==> src/rtl/dacreg_pkg.sv <==
package dacreg_pkg;
  localparam int WORD_W = 16;
  localparam int DATA_W = 12;
  localparam int CNT_W  = $clog2(WORD_W + 1);

  typedef enum logic [1:0] {
    SEL_B_STAGE = 2'b00,
    SEL_STAGE   = 2'b01,
    SEL_A_XFER  = 2'b10,
    SEL_CTRL    = 2'b11
  } sel_e;

  // Field layout follows the serial order: bit 15 first on the wire.
  typedef struct packed {
    logic              sel_hi;
    logic              fast;
    logic              pdn;
    logic              sel_lo;
    logic [DATA_W-1:0] data;
  } cmd_t;

  typedef struct packed {
    logic a;
    logic b;
    logic b_from_stage;
    logic stage;
    logic ctrl;
  } wr_t;

  function automatic sel_e cmd_sel(input cmd_t c);
    return sel_e'({c.sel_hi, c.sel_lo});
  endfunction

  function automatic wr_t cmd_decode(input cmd_t c);
    wr_t w;
    w = '0;
    unique case (cmd_sel(c))
      SEL_B_STAGE: begin w.b = 1'b1; w.stage = 1'b1; end
      SEL_STAGE:   w.stage = 1'b1;
      SEL_A_XFER:  begin w.a = 1'b1; w.b = 1'b1; w.b_from_stage = 1'b1; end
      SEL_CTRL:    w.ctrl = 1'b1;
      default:     w = '0;
    endcase
    return w;
  endfunction

  // Pad a short frame: the n received bits move to the top, zeros fill below.
  function automatic logic [WORD_W-1:0] left_align(input logic [WORD_W-1:0] sh,
                                                  input logic [CNT_W-1:0] n);
    logic [CNT_W-1:0] gap;
    gap = CNT_W'(WORD_W) - n;
    return sh << gap;
  endfunction
endpackage

==> src/rtl/dacreg_sync.sv <==
module dacreg_sync #(
  parameter int             N       = 3,
  parameter int             STAGES  = 2,
  parameter logic [N-1:0]   RST_VAL = '0
) (
  input  logic         clk,
  input  logic         rst_n,
  input  logic [N-1:0] async_in,
  output logic [N-1:0] lvl,
  output logic [N-1:0] rise,
  output logic [N-1:0] fall
);
  logic [N-1:0] stg_q [STAGES];
  logic [N-1:0] prev_q;

  genvar s;
  generate
    for (s = 0; s < STAGES; s++) begin : g_stage
      if (s == 0) begin : g_first
        always_ff @(posedge clk or negedge rst_n)
          if (!rst_n) stg_q[0] <= RST_VAL;
          else        stg_q[0] <= async_in;
      end else begin : g_next
        always_ff @(posedge clk or negedge rst_n)
          if (!rst_n) stg_q[s] <= RST_VAL;
          else        stg_q[s] <= stg_q[s-1];
      end
    end
  endgenerate

  always_ff @(posedge clk or negedge rst_n)
    if (!rst_n) prev_q <= RST_VAL;
    else        prev_q <= stg_q[STAGES-1];

  assign lvl  = stg_q[STAGES-1];
  assign rise = lvl & ~prev_q;
  assign fall = ~lvl & prev_q;
endmodule

==> src/rtl/dacreg_shifter.sv <==
module dacreg_shifter
  import dacreg_pkg::*;
(
  input  logic              clk,
  input  logic              rst_n,
  input  logic              cs_lvl,
  input  logic              cs_fall,
  input  logic              cs_rise,
  input  logic              sclk_fall,
  input  logic              din,
  output logic              word_stb,
  output logic [WORD_W-1:0] word
);
  logic [WORD_W-1:0] sh_q;
  logic [CNT_W-1:0]  cnt_q;
  logic              done_q;
  logic              take_bit;
  logic [WORD_W-1:0] sh_next;

  assign take_bit = sclk_fall && !cs_lvl && !done_q;
  assign sh_next  = {sh_q[WORD_W-2:0], din};

  always_ff @(posedge clk or negedge rst_n) begin
    if (!rst_n) begin
      sh_q     <= '0;
      cnt_q    <= '0;
      done_q   <= 1'b1;
      word_stb <= 1'b0;
      word     <= '0;
    end else begin
      word_stb <= 1'b0;
      if (cs_fall) begin
        sh_q   <= '0;
        cnt_q  <= '0;
        done_q <= 1'b0;
      end else if (cs_rise) begin
        if (!done_q && cnt_q != '0) begin
          word_stb <= 1'b1;
          word     <= left_align(sh_q, cnt_q);
        end
        done_q <= 1'b1;
      end else if (take_bit) begin
        sh_q  <= sh_next;
        cnt_q <= cnt_q + 1'b1;
        if (cnt_q == CNT_W'(WORD_W - 1)) begin
          word_stb <= 1'b1;
          word     <= sh_next;
          done_q   <= 1'b1;
        end
      end
    end
  end

  assert_cnt_bound_R8: assert property (@(posedge clk) disable iff (!rst_n)
    cnt_q <= CNT_W'(WORD_W));

  assert_one_commit_R8: assert property (@(posedge clk) disable iff (!rst_n)
    word_stb |=> !word_stb);

  assert_idle_quiet_R11: assert property (@(posedge clk) disable iff (!rst_n)
    (cs_lvl && !cs_rise && sclk_fall) |=> !word_stb);
endmodule

==> src/rtl/dacreg_bank.sv <==
module dacreg_bank
  import dacreg_pkg::*;
(
  input  logic              clk,
  input  logic              rst_n,
  input  logic              word_stb,
  input  logic [WORD_W-1:0] word,
  output logic [DATA_W-1:0] code_a,
  output logic [DATA_W-1:0] code_b,
  output logic [1:0]        ref_sel,
  output logic              fast_mode,
  output logic              pwr_down,
  output logic              upd_a,
  output logic              upd_b
);
  cmd_t              cmd;
  wr_t               wr;
  logic [DATA_W-1:0] stage_q;

  assign cmd = cmd_t'(word);
  always_comb wr = word_stb ? cmd_decode(cmd) : '0;

  always_ff @(posedge clk or negedge rst_n) begin
    if (!rst_n) begin
      code_a    <= '0;
      code_b    <= '0;
      stage_q   <= '0;
      ref_sel   <= '0;
      fast_mode <= 1'b0;
      pwr_down  <= 1'b0;
      upd_a     <= 1'b0;
      upd_b     <= 1'b0;
    end else begin
      upd_a <= wr.a;
      upd_b <= wr.b;
      if (wr.a)     code_a  <= cmd.data;
      if (wr.b)     code_b  <= wr.b_from_stage ? stage_q : cmd.data;
      if (wr.stage) stage_q <= cmd.data;
      if (wr.ctrl)  ref_sel <= cmd.data[1:0];
      if (word_stb) begin
        fast_mode <= cmd.fast;
        pwr_down  <= cmd.pdn;
      end
    end
  end

  assert_stage_only_R4: assert property (@(posedge clk) disable iff (!rst_n)
    (word_stb && cmd_sel(cmd) == SEL_STAGE) |=> ($stable(code_a) && $stable(code_b)));

  assert_xfer_b_R5: assert property (@(posedge clk) disable iff (!rst_n)
    (word_stb && cmd_sel(cmd) == SEL_A_XFER) |=> (code_b == $past(stage_q)));

  assert_ctrl_keeps_codes_R6: assert property (@(posedge clk) disable iff (!rst_n)
    (word_stb && cmd_sel(cmd) == SEL_CTRL) |=> ($stable(code_a) && $stable(code_b)));

  assert_strobe_origin_R10: assert property (@(posedge clk) disable iff (!rst_n)
    (upd_a || upd_b) |-> $past(word_stb));

  assert_quiet_codes_R10: assert property (@(posedge clk) disable iff (!rst_n)
    !upd_a |-> $stable(code_a));
endmodule

==> src/rtl/dac_serial_regcore.sv <==
module dac_serial_regcore
  import dacreg_pkg::*;
#(
  parameter int SYNC_STAGES = 2
) (
  input  logic              clk,
  input  logic              rst_n,
  input  logic              cs_n,
  input  logic              sclk,
  input  logic              sdin,
  output logic [DATA_W-1:0] code_a,
  output logic [DATA_W-1:0] code_b,
  output logic [1:0]        ref_sel,
  output logic              fast_mode,
  output logic              pwr_down,
  output logic              upd_a,
  output logic              upd_b
);
  localparam int PINS = 3;
  localparam int P_CS = 2;
  localparam int P_CK = 1;
  localparam int P_DI = 0;

  logic [PINS-1:0]   pin_lvl, pin_rise, pin_fall;
  logic              word_stb;
  logic [WORD_W-1:0] word;

  dacreg_sync #(
    .N      (PINS),
    .STAGES (SYNC_STAGES),
    .RST_VAL(PINS'(1) << P_CS)
  ) u_sync (
    .clk     (clk),
    .rst_n   (rst_n),
    .async_in({cs_n, sclk, sdin}),
    .lvl     (pin_lvl),
    .rise    (pin_rise),
    .fall    (pin_fall)
  );

  dacreg_shifter u_shift (
    .clk      (clk),
    .rst_n    (rst_n),
    .cs_lvl   (pin_lvl[P_CS]),
    .cs_fall  (pin_fall[P_CS]),
    .cs_rise  (pin_rise[P_CS]),
    .sclk_fall(pin_fall[P_CK]),
    .din      (pin_lvl[P_DI]),
    .word_stb (word_stb),
    .word     (word)
  );

  dacreg_bank u_bank (
    .clk      (clk),
    .rst_n    (rst_n),
    .word_stb (word_stb),
    .word     (word),
    .code_a   (code_a),
    .code_b   (code_b),
    .ref_sel  (ref_sel),
    .fast_mode(fast_mode),
    .pwr_down (pwr_down),
    .upd_a    (upd_a),
    .upd_b    (upd_b)
  );

  assert_no_stb_idle_R11: assert property (@(posedge clk) disable iff (!rst_n)
    (pin_lvl[P_CS] && !pin_rise[P_CS]) |=> !word_stb);
endmodule

==> config.mk <==
export PLATFORM = sky130hd
export DESIGN_NAME = dac_serial_regcore
export DESIGN_NICKNAME = d
export VERILOG_FILES = /design/src/rtl/dacreg_pkg.sv /design/src/rtl/dacreg_sync.sv /design/src/rtl/dacreg_shifter.sv /design/src/rtl/dacreg_bank.sv /design/src/rtl/dac_serial_regcore.sv
export SDC_FILE = /design/constraint.sdc
export NUM_CORES = 1
export LEC_CHECK = 0
export BUFFER_PORTS_ARGS = -buffer_cell sky130_fd_sc_hd__buf_2
export CORE_MARGIN = 2
export CORE_UTILIZATION = 38
export CTS_CLUSTER_SIZE = 40
export DETAILED_ROUTE_END_ITERATION = 8
export SYNTH_ARGS = -nofsm -noshare
export SYNTH_HDL_FRONTEND = slang
export SYNTH_SLANG_ARGS = --single-unit
==> constraint.sdc <==
create_clock -name clk -period 2.9 [get_ports clk]
set_input_delay 0.29 -clock clk [delete_from_list [all_inputs] [get_ports clk]]
set_output_delay 0.29 -clock clk [all_outputs]
set_load 0.005 [all_outputs]
; ---- Yosys cells after proc, flatten, opt, wreduce, memory -nomap -nowiden
; Cells that the tools add are included.
[op_classes]
add_sub_neg = 2
n_eq_ne = 6
shift = 1
muxes = 25
n_bitwise = 5
reduce_logical = 17
[ops]
columns = cell, count
row1 = 16-bit two-way mux, 7
row2 = 5-bit two-way mux, 4
row3 = 16-bit by 5-bit left shift with 16-bit output, 1
row4 = 1-bit two-way mux, 13
row5 = 12-bit two-way mux, 1
row6 = 3-bit AND, 2
row7 = 3-bit NOT, 2
row8 = 2-bit nonzero test, 3
row9 = 3-bit nonzero test, 2
row10 = 5-bit by 1-bit adder with 5-bit output (second input constant), 1
row11 = 5-bit by 4-bit equality test with 1-bit output (second input constant), 1
row12 = 5-bit nonzero test, 1
row13 = 5-bit subtractor (first input constant), 1
row14 = 2-bit equality test (second input constant), 2
row15 = 2-bit by 1-bit != test with 1-bit output (second input constant), 2
row16 = 2-bit AND reduction, 2
row17 = 4-bit AND reduction, 1
row18 = 2-bit OR reduction, 2
row19 = 1-bit logical AND, 3
row20 = 2-bit by 1-bit equality test with 1-bit output (second input constant), 1
row21 = 1-bit zero test, 2
row22 = 2-bit zero test, 1
row23 = 1-bit NOT, 1
[word_totals]
ff_bits = 90

; ---- Logic depth before layout (Yosys ltp)
[depth]
depth_word = 7
ltp_mapped = 11
depth_no_buf = 8

; ---- Hierarchy
; From an unflattened synthesis, not the netlist that was laid out.
[unflattened]
hier_cells = 360
area_unflattened_um2 = 4566.9
[by_module_without_submodules]
columns = mod, n_inst, cells_each, area_each_um2, seq_area_each_um2
row1 = dacreg_shifter, 1, 239, 2402.3, 977.2
row2 = dacreg_bank, 1, 103, 1860.5, 1051.0
row3 = dacreg_sync, 1, 18, 304.0, 229.0

; ---- Least setup slack after synthesis
; OpenSTA, ideal clock, no wires.
[synth_timing]
path_type = reg2reg
from = register u_shift.cnt_q[0]
to = register u_shift.word[0]
arrival_time_ns = 2.393
path_slack_ns = 0.383
stages_incl_launch_ff = 11
n_path_buf = 2
path_cell_list = dfrtp_1 -> buf_2 -> inv_2 -> ha_1 -> nor3b_1 -> ha_1 -> nor3b_2 -> a21o_1 -> and2_1 -> buf_4 -> mux2_2
[synth_between]
elab_chain_len = 4
elab_cells_between_ends = 10
cone_classes = add/sub: 1 / eq/ne: 2 / shift: 1 / mux: 2 / reduce/logical: 4
[synth_rtl]
columns = item, line_no
row1 = from (decl), dacreg_shifter.sv:15  ; logic [CNT_W-1:0] cnt_q;
row2 = from (signal assigned), dacreg_shifter.sv:44  ; cnt_q <= cnt_q + 1'b1;
row3 = 5-bit subtractor / 5-bit nonzero test (equally long branches), "dacreg_pkg.sv:51, dacreg_shifter.sv:37"
row4 = 16-bit by 5-bit left shift with 16-bit output / 1-bit logical AND (equally long branches), "dacreg_pkg.sv:52, dacreg_shifter.sv:37"
row5 = 16-bit two-way mux / 2-bit by 1-bit != test with 1-bit output (equally long branches), -
row6 = 16-bit two-way mux / 4-bit AND reduction (equally long branches), -
row7 = to (signal assigned), dacreg_shifter.sv:39  ; word <= left_align(sh_q, cnt_q);
row8 = to (signal assigned), dacreg_shifter.sv:47  ; word <= sh_next;
row9 = to (decl), dacreg_shifter.sv:12  ; output logic [WORD_W-1:0] word
; Parallel ways exist; a longest one is shown, timed or not. The select of a mux whose other input is x is not followed.
; A chain may end at the register's enable or synchronous reset.

; ---- Final worst setup path
[layout_timing]
from = register u_shift.cnt_q[1]
to = register u_shift.word[3]
; Same word-level chain as after synthesis.

==> flow_summary.yaml <==
floorplan:
  die_area_sq_um: 12700
  fp-row-count: 39
  initial_core_util: 0.392
  pin_count: 35
  die_w_um: 113
  core_area_sq_um: 11500
  fp.dieH_um: 113
synth:
  netlist_area_sq_um: 4500
  synth_top_area_frac: 0.473
  avgSynthCellArea_sq_um: 11.7
  async_flop_share: 1.00
  synth_edf_count: 0
  yosysSeqAreaShare: 0.496
  synth_common_cells: "dfrtp_1, nand2_1, mux2_2, o21ai_0, mux2i_1"
  synthesis.nets: 396
  syn_inst: 384
  synth_flop_cell: "dfrtp_1"
  yosysTopAreaCell: "dfrtp_1"
  synth_cell_types: 55
  synth.most_common_cell: "dfrtp_1"
  ys_top_cells_by_area: "dfrtp_1, mux2_2, mux2i_1, nand2_1, mux4_1"
  ys_ff_latch: 89
  yosysWarnings: 0
drt:
  via_count: 3022
  drt-initial-drc-count: 210
  drt_wl_total_mm: 9.36
  wl_per_cell_um: 16.5
  firstDrtPassIters: 4
  final_antenna_net_count: 0
  drc: 0
  vias_per_cell: 5.31
setup_path:
  cpMaxStageDelayCell: "ha_1"
  crit_top_cell: "mux2i_1"
  required_ps: 3120
  slowest_delay_ps: 510
  endpoint_kind: "register"
  path_cells: "inv_1 -> ha_1 -> buf_4 -> mux2i_1 -> mux2i_1 -> a32o_1 -> mux2_2"
  worstPathArrival_ps: 2790
  critPathMaxFanout: 17
  critPathLaunchType: "register"
  crit_type: "register to register"
sta:
  fmax_mhz: 390
  post-route-min-period_ps: 2570
  whs_ps: 49.3
  post-route-period-util: 0.885
  slew_headroom: 0.586
  rsz0062_at_grt: "false"
  hold_viol: 0
  worst_slew_pin_slew_ps: 622
  setup_viol: 0
  skew_ps: 7.82
  fin_setup_tns_ps: 0
  maxSlewViolCount: 0
finish:
  drive_gt1_frac: 0.310
  finish.net_count: 433
  num_antenna_cells: 0
  syn2layout_area_growth_pct: 15.5
  fill_cells: 1059
  final_core_util: 0.453
  register_area_sq_um: 2230
  multi_input_area_sq_um: 2090
  layoutNonFillerInstCount: 569
  design_area_sq_um: 5200
grt:
  grt_max_degree: 53
  antenna_found_initial: 0
  first_global_vias: 2973
  grt_first_pass_wirelength_mm: 15.6
  grt-ovfl-total: 0
  grt.total_usage: 0.154
clock_tree:
  post-cts-setup-buffers: 0
  clkTransAtPathRegs_ps: 60
  numClockSinks: 89
  tritoncts: "built"
  htreeDepth: 3
  cts_buffers: 9
  cts-root-buf: "clkbuf_16"
  clock_latency_ps: 340
  cts_buffer_depth: 2
power_and_ir_drop:
  max-vdd-ir-drop_v: 0.000386
  power_per_cell_area_nw_per_um2: 894
  p_leak_nw: 2.40
job:
  drv_cap: 0
placement:
  dp_hpwl_mm: 6.64
  io_buffers: 34
  place_inst: 552
  gp_congestion: 0.927
  placed_area_sq_um: 4840
outcome:
  status: "finished, final reports clean"
hold_path:
  hp-class: "input port to register"
logic make-up after synthesis:
family / Yosys count / share of synthesized area
flops: 89 / 0.496
compound gates: 79 / 0.119
xor+xnor: 2 / 0.00806
mux: 79 / 0.223
fa+ha+maj: 7 / 0.0195
buf+inv: 40 / 0.0409
simple gates: 88 / 0.0940
per-layer routing:
layer  vias up  part of all wire  GRT usage
li1       1460                 -          -
met1      1497              0.49      0.217
met3        11             0.034     0.0279
met5         -                 0          0
met2        54              0.46      0.234
met4         0             0.017     0.0626
cell usage in the layout, fill, tap and decap left out, types with 2 or more instances in the layout:
master / instances
a31oi_1: 11
a2bb2oi_1: 5
bufinv_16: 3
a21oi_1: 5
o221ai_1: 2
mux2i_1: 23
nor2_1: 5
mux4_2: 4
a32o_1: 3
and2_1: 2
or2_2: 2
nand2_1: 56
mux2_2: 44
nor3_1: 4
dfstp_2: 4
o31ai_1: 10
nor2b_1: 2
clkbuf_16: 9
buf_4: 16
o21ai_0: 28
nand3_1: 2
nand2b_1: 5
mux4_1: 6
mux2_4: 2
dfrtp_1: 85
a311oi_1: 3
inv_2: 2
ha_1: 7
buf_2: 33
inv_1: 13
where the power goes:
part	switching, mW	internal (mW)
Combinational	0.717	0.731
Sequential	0.282	1.58
Clock	0.490	0.847
Total	1.49	3.16
state kept, by name, summed over array words and instances (netlist names), 2 cells and up:
register,cells
u_bank.code_b,12
u_sync.stg_q,3
u_bank.stage_q,12
u_shift.cnt_q,5
u_sync.prev_q,2
u_bank.code_a,12
u_bank.ref_sel,2
u_shift.word,16
u_sync.lvl,3
u_shift.sh_q,16
path summary, 6_finish.rpt:
path | from | end | slack [ps] | depth (start not counted)
min | cs_n | u_sync.stg_q[5]$_DFF_PN1_ | 50 | 1
max | u_shift.cnt_q[1]$_DFFE_PN0P_ | u_shift.word[3]$_DFFE_PN0P_ | 330 | 7
max reg2reg | u_shift.cnt_q[1]$_DFFE_PN0P_ | u_shift.word[3]$_DFFE_PN0P_ | 330 | 7
min in group asynchronous | rst_n | u_bank.code_b[10]$_DFFE_PN0P_ | 520 | 2
min reg2reg | u_sync.stg_q[3]$_DFF_PN0_ | u_sync.lvl[0]$_DFF_PN0_ | 350 | 0
max in group asynchronous | rst_n | u_sync.stg_q[5]$_DFF_PN1_ | 1640 | 3
worst max-delay path, delay by kind of cell (launching register included):
kind,cells,cell delay [ps]
multiplexers,3,800
AO/OA/AOI/OAI,1,300
buffers and inverters,2,380
flip-flops,1,450
adder cells (fa/ha/maj),1,510
through the flow:
stage,worst slack (ps),power [mW]
after CTS,373,4.70
after detailed placement,413,3.34
after global routing,168,4.94
final,334,4.65
after floorplan,383,2.92
after global placement,421,3.30
what timing repair did:
action	CTS	global route
endpoints found under the hold margin	50	0
resized for setup	0	0
hold buffers	1	0
area by class of cell:
class	count	share of cell area
Tap cell	143	0.0344
Timing Repair Buffer	50	0.0568
Clock inverter	6	0.0221
Multi-Input combinational cell	255	0.402
Sequential cell	89	0.429
Inverter	16	0.0116
Clock buffer	10	0.0440
Note: power is estimated with default switching activity, not from simulation.
